`src/rtl/split_timer_reader.sv`:
```
module split_timer_reader #(
  parameter int DW      = 16,
  parameter int AW      = 3,
  parameter int LO_ADDR = 4,
  parameter int HI_ADDR = 5,
  parameter int CNT_W   = 8
) (
  input  logic             clk,
  input  logic             rst,
  input  logic             start,
  output logic             busy,
  output logic             done,
  output logic [2*DW-1:0]  result,
  output logic [CNT_W-1:0] retries,
  output logic [AW-1:0]    bus_adr,
  output logic             bus_stb,
  output logic             bus_we,
  input  logic [DW-1:0]    bus_dat_i,
  input  logic             bus_ack,
  input  logic             bus_stall
);
  localparam logic [CNT_W-1:0] CNT_MAX = {CNT_W{1'b1}};
  localparam logic [AW-1:0]    A_LO    = AW'(LO_ADDR);
  localparam logic [AW-1:0]    A_HI    = AW'(HI_ADDR);

  typedef enum logic [1:0] {S_IDLE, S_REQ, S_WAIT} st_t;
  typedef enum logic [1:0] {P_HI1, P_LO, P_HI2} ph_t;

  st_t           state;
  ph_t           phase;
  logic [DW-1:0] hi_q, lo_q;

  assign busy    = (state != S_IDLE);
  assign bus_stb = (state == S_REQ);
  assign bus_we  = 1'b0;
  assign bus_adr = (phase == P_LO) ? A_LO : A_HI;

  always_ff @(posedge clk) begin
    if (rst) begin
      state   <= S_IDLE;
      phase   <= P_HI1;
      hi_q    <= '0;
      lo_q    <= '0;
      result  <= '0;
      retries <= '0;
      done    <= 1'b0;
    end else begin
      done <= 1'b0;
      case (state)
        S_IDLE: if (start) begin
          state   <= S_REQ;
          phase   <= P_HI1;
          retries <= '0;
        end
        S_REQ: if (!bus_stall) state <= S_WAIT;
        S_WAIT: if (bus_ack) begin
          case (phase)
            P_HI1: begin
              hi_q  <= bus_dat_i;
              phase <= P_LO;
              state <= S_REQ;
            end
            P_LO: begin
              lo_q  <= bus_dat_i;
              phase <= P_HI2;
              state <= S_REQ;
            end
            default: begin
              phase <= P_HI1;
              if (bus_dat_i == hi_q) begin
                result <= {hi_q, lo_q};
                done   <= 1'b1;
                state  <= S_IDLE;
              end else begin
                state <= S_REQ;
                if (retries != CNT_MAX) retries <= retries + 1'b1;
              end
            end
          endcase
        end
        default: state <= S_IDLE;
      endcase
    end
  end
endmodule


```
`config.mk`:
```
export PLATFORM = sky130hd
export DESIGN_NAME = split_timer_reader
export DESIGN_NICKNAME = d
export VERILOG_FILES = /design/src/rtl/split_timer_reader.sv
export SDC_FILE = /design/constraint.sdc
export NUM_CORES = 1
export LEC_CHECK = 0
export ABC_CLOCK_PERIOD_IN_PS = 1700
export BUFFER_PORTS_ARGS = -buffer_cell sky130_fd_sc_hd__buf_2
export CORE_ASPECT_RATIO = 0.5
export CORE_UTILIZATION = 50
export DETAILED_ROUTE_END_ITERATION = 6
export PLACE_DENSITY = 0.85
export SETUP_SLACK_MARGIN = 0.02
export SLEW_MARGIN = 40
export SYNTH_ARGS = -nofsm -noshare
export SYNTH_HDL_FRONTEND = slang
export SYNTH_SLANG_ARGS = --single-unit
```
`constraint.sdc`:
```
create_clock -name clk -period 1.7 [get_ports clk]
set_input_delay 0.255 -clock clk [delete_from_list [all_inputs] [get_ports clk]]
set_output_delay 0.255 -clock clk [all_outputs]
set_load 0.02 [all_outputs]
```
Yosys cells after proc, flatten, opt, wreduce, memory -nomap -nowiden. Index checks and enable logic that the tools add are counted.

Flip-flop bits (word level): 77. Input port bits: 21. Output and inout bits: 47.

$add $sub $neg: 1. Equality and inequality tests: 11. Multiplexer cells: 18. Bitwise gates (word level): 3. Reductions and logical operators: 12.

Operators with widths (number): $mux 8 (5); $eq 16x16->1 (1); $pmux 8 s2 (1); $ne 2x2->1 const B (6); $reduce_and 3->1 (4); $mux 2 (5); $add 8x1->8 const B (1); $ne 8x8->1 const B (1); $pmux 2 s2 (2); $pmux 2 s3 (1); $reduce_and 6->1 (1); $reduce_or 5->1 (1); $eq 2x1->1 const B (2); $logic_not 2->1 (2); $mux 1 (4); $reduce_and 4->1 (1); $reduce_bool 2->1 (2); $not 1->1 (3); $eq 2x2->1 const B (1); $reduce_or 2->1 (1).

Longest topological paths before layout.
Word-level depth: 6. Gate-level depth with buffers: 7. Depth with buffers taken out: 6.

Least setup slack after synthesis. No wires, ideal clock.

Kind: reg-to-reg. Start point: register retries[0]. End point: register retries[6]. Arrival: 1.508 ns. Slack: 0.075 ns. Stages on the path, launching flop included: 7. Cell sequence: dfxtp_1 -> ha_1 -> nand3_1 -> nor2_1 -> nor2_1 -> o311a_1 -> a41o_1.

Longest elaborated chain between the ends: 6. Elaborated cells on any way between the ends: 9.

Ends and longest elaborated chain: start: declaration (line 14) `output logic [CNT_W-1:0] retries,`; start signal: assignment (line 76) `if (retries != CNT_MAX) retries <= retries + 1'b1;`; $add 8x1->8 (line 76); $mux 8 (line 76); $mux 8 (line 70) `if (bus_dat_i == hi_q) begin`; $mux 8 (line 57) `case (phase)`; $mux 8 (line 56) `S_WAIT: if (bus_ack) begin`; $pmux 8 s2 (line 49) `case (state)`.

Parallel ways exist; a longest one is shown, timed or not. The select of a mux whose other input is x is not followed. A chain may end at the register's enable or synchronous reset.

Worst setup path after layout.
Start point: register hi_q[10]. End point: register result[28].

Longest elaborated chain between the ends: 2.

Ends and longest elaborated chain: start: declaration (line 31) `logic [DW-1:0] hi_q, lo_q;`; start signal: assignment (line 59) `hi_q <= bus_dat_i;`; $eq 16x16->1 (line 70); $reduce_and 4->1 (no line); end signal: assignment (line 71) `result <= {hi_q, lo_q};`; end: declaration (line 13) `output logic [2*DW-1:0] result,`.

Every way passes these cells.

==> metrics.txt <==
status=finished, violations left; failing checks=negative setup slack; Synth area leader=dfxtp_1; Initial Utilization=a little over half; core box area=between 6000 and 7000 µm²; router iterations before antenna repair=6; CTS tree=built; Layout Cells excl Fill=just under 600; H-Tree Depth=3; sequential fraction of design power=between 40% and 50%; Synth Cell Area=3540 µm²; Clk pwr share=48.8%; number of synthesized register bits=77; Worst path max stage delay=0.33 ns; Worst slew margin=49.8%; RSZ-0062 raised after global routing=true; 1st-iter DRT viols=~650; crit path capture type=flop; Routed WL=~14 mm; Antenna Cells=0; largest net degree at the start of global routing=47; CTS root buf=clkbuf_16; hold path depth=3; Net Switching=between 0.9 and 1 mW; Hold Startpoint=bus_dat_i[12]; worst hold slack=roughly 0.25 ns; Inst Count DP=around 560; Seq/Total Area, Yosys=between 40% and 50%; fin worst setup slack=-0.236 ns; most common cell in the netlist=dfxtp_1; yosys warns=0; Hold Violations, Final=0; CTS buffer count=9; Slew @ Worst Pin=about 0.75 ns; Area Growth Syn to Fin=45.6%; syn avg cell area=roughly 9.0 µm²; Worst-path clk slew=~0.06 ns; Max Slew Vio Count=0; post-route cell area=~5000 µm²; GRT Total Usage=between 20% and 30%; Hold Buf Count CTS=0; HP Class=input port to flop; r2r setup slk=-0.24 ns; slowest CP cell=dfxtp_2; first-pass GRT wire length=around 16 mm; via count=~4000; Final Skew=0.0108 ns; max cap viols=0; # rows=21; Final min period=a little under 2 ns; initial antenna violation count=0; Sink Count=between 70 and 80; fraction of layout cells with a size suffix above 1=between 40 and 50%; drt drc=0; clock tree buffer depth=2; die area=about 7400 µm²; Worst R2R End=result[28]$_SDFFE_PP0P_; WP data required=1.91 ns; leak pwr=between 2 and 2.5 nW; Hold Path End=lo_q[12]$_SDFFE_PP0P_; Primary FF master, synth=dfxtp_1; CP max FO=6; Wirelength per Cell=about 25 µm; number of enable flip-flop cells after synthesis=0; Post-DP HPWL=6.38 mm; Die Y=around 61 µm; placed instance area=around 4100 µm²; startpoint types=flop; setup TNS=-4.19 ns; Peak supply drop=0.556 mV; clk_lat worst skew=0.34 ns; post-synth top area share=around 44%; data arrival time of the critical path=about 2.1 ns; Comb power frac=under 10%; antenna viol nets, final=0; port bufs=64; dpl ws=-0.239 ns; Vias/cell=6.79; die extent in x=approximately 120 µm; Post-Syn Instances=391; Pint=about 3.2 mW; total power draw=roughly 4.1 mW; Fmax=about 520 MHz; final core utilization=between 70% and 80%; worst setup path class=flop to flop; Nets=roughly 510; io pins=68; Yosys cell types=44; vias in the first global route=about 3200; Reg2Reg Depth=8; most frequent cells after synthesis=77 x dfxtp_1, 54 x a21oi_1, 42 x nand2_1, 35 x nand4_1, 25 x nor2_1; Post-synth ARST share=0%; Synth area leaders=dfxtp_1 44%, a21oi_1 7.6%, nand4_1 6.2%, mux2i_1 5.1%, o31ai_2 5.0%; GPL Wtd Cong=between 0.8 and 0.9; # setup viols final=41; grt ovf=0; final period utilization=114%; worst r2r src=hi_q[10]$_SDFFE_PP0P_; Sw Ratio=between 20% and 30%; cell breakdown of the critical path=xor2_2 > nor4_2 > buf_4 > nand4_1 > buf_6 > clkbuf_16 > o31ai_2 > a21oi_1; pwr dens=approximately 800 nW/µm²
==> flip-flops by register name (all words and copies together) (netlist names) <==
signal / flops
done: 1
hi_q: 16
lo_q: 16
phase: 2
result: 32
retries: 8
state: 2
==> critical path: cells and delay by family, from the launching register on <==
family | cells | cell delay (ns)
AOI/OAI and AO/OA | 2 | 0.41
xor gates and xnor gates | 1 | 0.15
buffers and inverters | 3 | 0.53
DFF | 1 | 0.33
and+or+nand+nor | 2 | 0.37
==> routing by layer <==
metal	wire length, µm	up-vias	track usage, %
met2	6300	370	47.3
li1	-	1603	-
met5	0	-	0
met3	1870	111	8.52
met4	872	0	16.6
met1	5340	1869	35.6
==> timing repair <==
item	in CTS	in global routing
pin swaps	12	19
endpoints found under the setup margin	42	64
endpoints found under the hold margin	0	0
setup buffers	0	3
resized for setup	40	61
gates cloned	1	9
==> power groups by stage <==
stage / registers [mW] / clock network (mW) / logic [mW]
6_report: 1.83 / 2.02 / 0.285
5_1_grt: 1.83 / 2.10 / 0.293
4_1_cts: 1.82 / 1.99 / 0.235
3_5_place_dp: 1.86 / 0 / 0.215
3_3_place_gp: 1.86 / 0 / 0.210
2_1_floorplan: 1.86 / 0 / 0.115
==> how the worst max path moves through the flow <==
stage / from / endpoint / slack, ns / depth (start not counted)
global placement: bus_dat_i[5] / retries[6]$_SDFFE_PP0P_ / -0.12 / 7
detailed placement: bus_dat_i[0] / retries[3]$_SDFFE_PP0P_ / -0.24 / 7
CTS: hi_q[5]$_SDFFE_PP0P_ / result[6]$_SDFFE_PP0P_ / -0.05 / 6
finish: hi_q[10]$_SDFFE_PP0P_ / result[28]$_SDFFE_PP0P_ / -0.24 / 8
floorplan: retries[0]$_SDFFE_PP0P_ / retries[6]$_SDFFE_PP0P_ / 0.08 / 6
global route: hi_q[10]$_SDFFE_PP0P_ / result[28]$_SDFFE_PP0P_ / -0.29 / 8
==> cell type report <==
| class | count | area (µm²) |
|---|---|---|
| clock buffer | 10 | 229 |
| clock inverter | 4 | 75.1 |
| fill | 349 | 1600 |
| inverter | 5 | 18.8 |
| multi-input combinational | 272 | 2180 |
| sequential | 77 | 1560 |
| tap | 92 | 115 |
| timing repair buffer | 122 | 971 |
==> logic make-up (layout without fill, tap and decap cells) <==
group | count (synthesis) | after routing | synth area share (%)
mux | 18 | 18 | 5.10
other cells | 2 | 3 | 0.212
compound gates | 100 | 100 | 19.6
simple gates | 134 | 134 | 19.3
xor+xnor | 16 | 16 | 3.96
buf+inv | 43 | 141 | 7.93
flops | 77 | 77 | 43.6
fa+ha+maj | 1 | 1 | 0.354
==> layout by cell type (no fill, tap or decap), types with 4 or more instances in the layout <==
master      n
nor2_1     24
buf_12      6
buf_4      41
dfxtp_1    62
dfxtp_2    15
a21oi_2     7
a21oi_1    47
inv_1       4
mux2i_1    17
buf_2      64
o31ai_4    20
o31ai_2    14
xor2_1      4
nor4_1      5
nand4_1    35
nand2_1    42
clkbuf_16  15
xor2_2     12
buf_6       4
No activity file was read; power rests on OpenSTA's default activity.
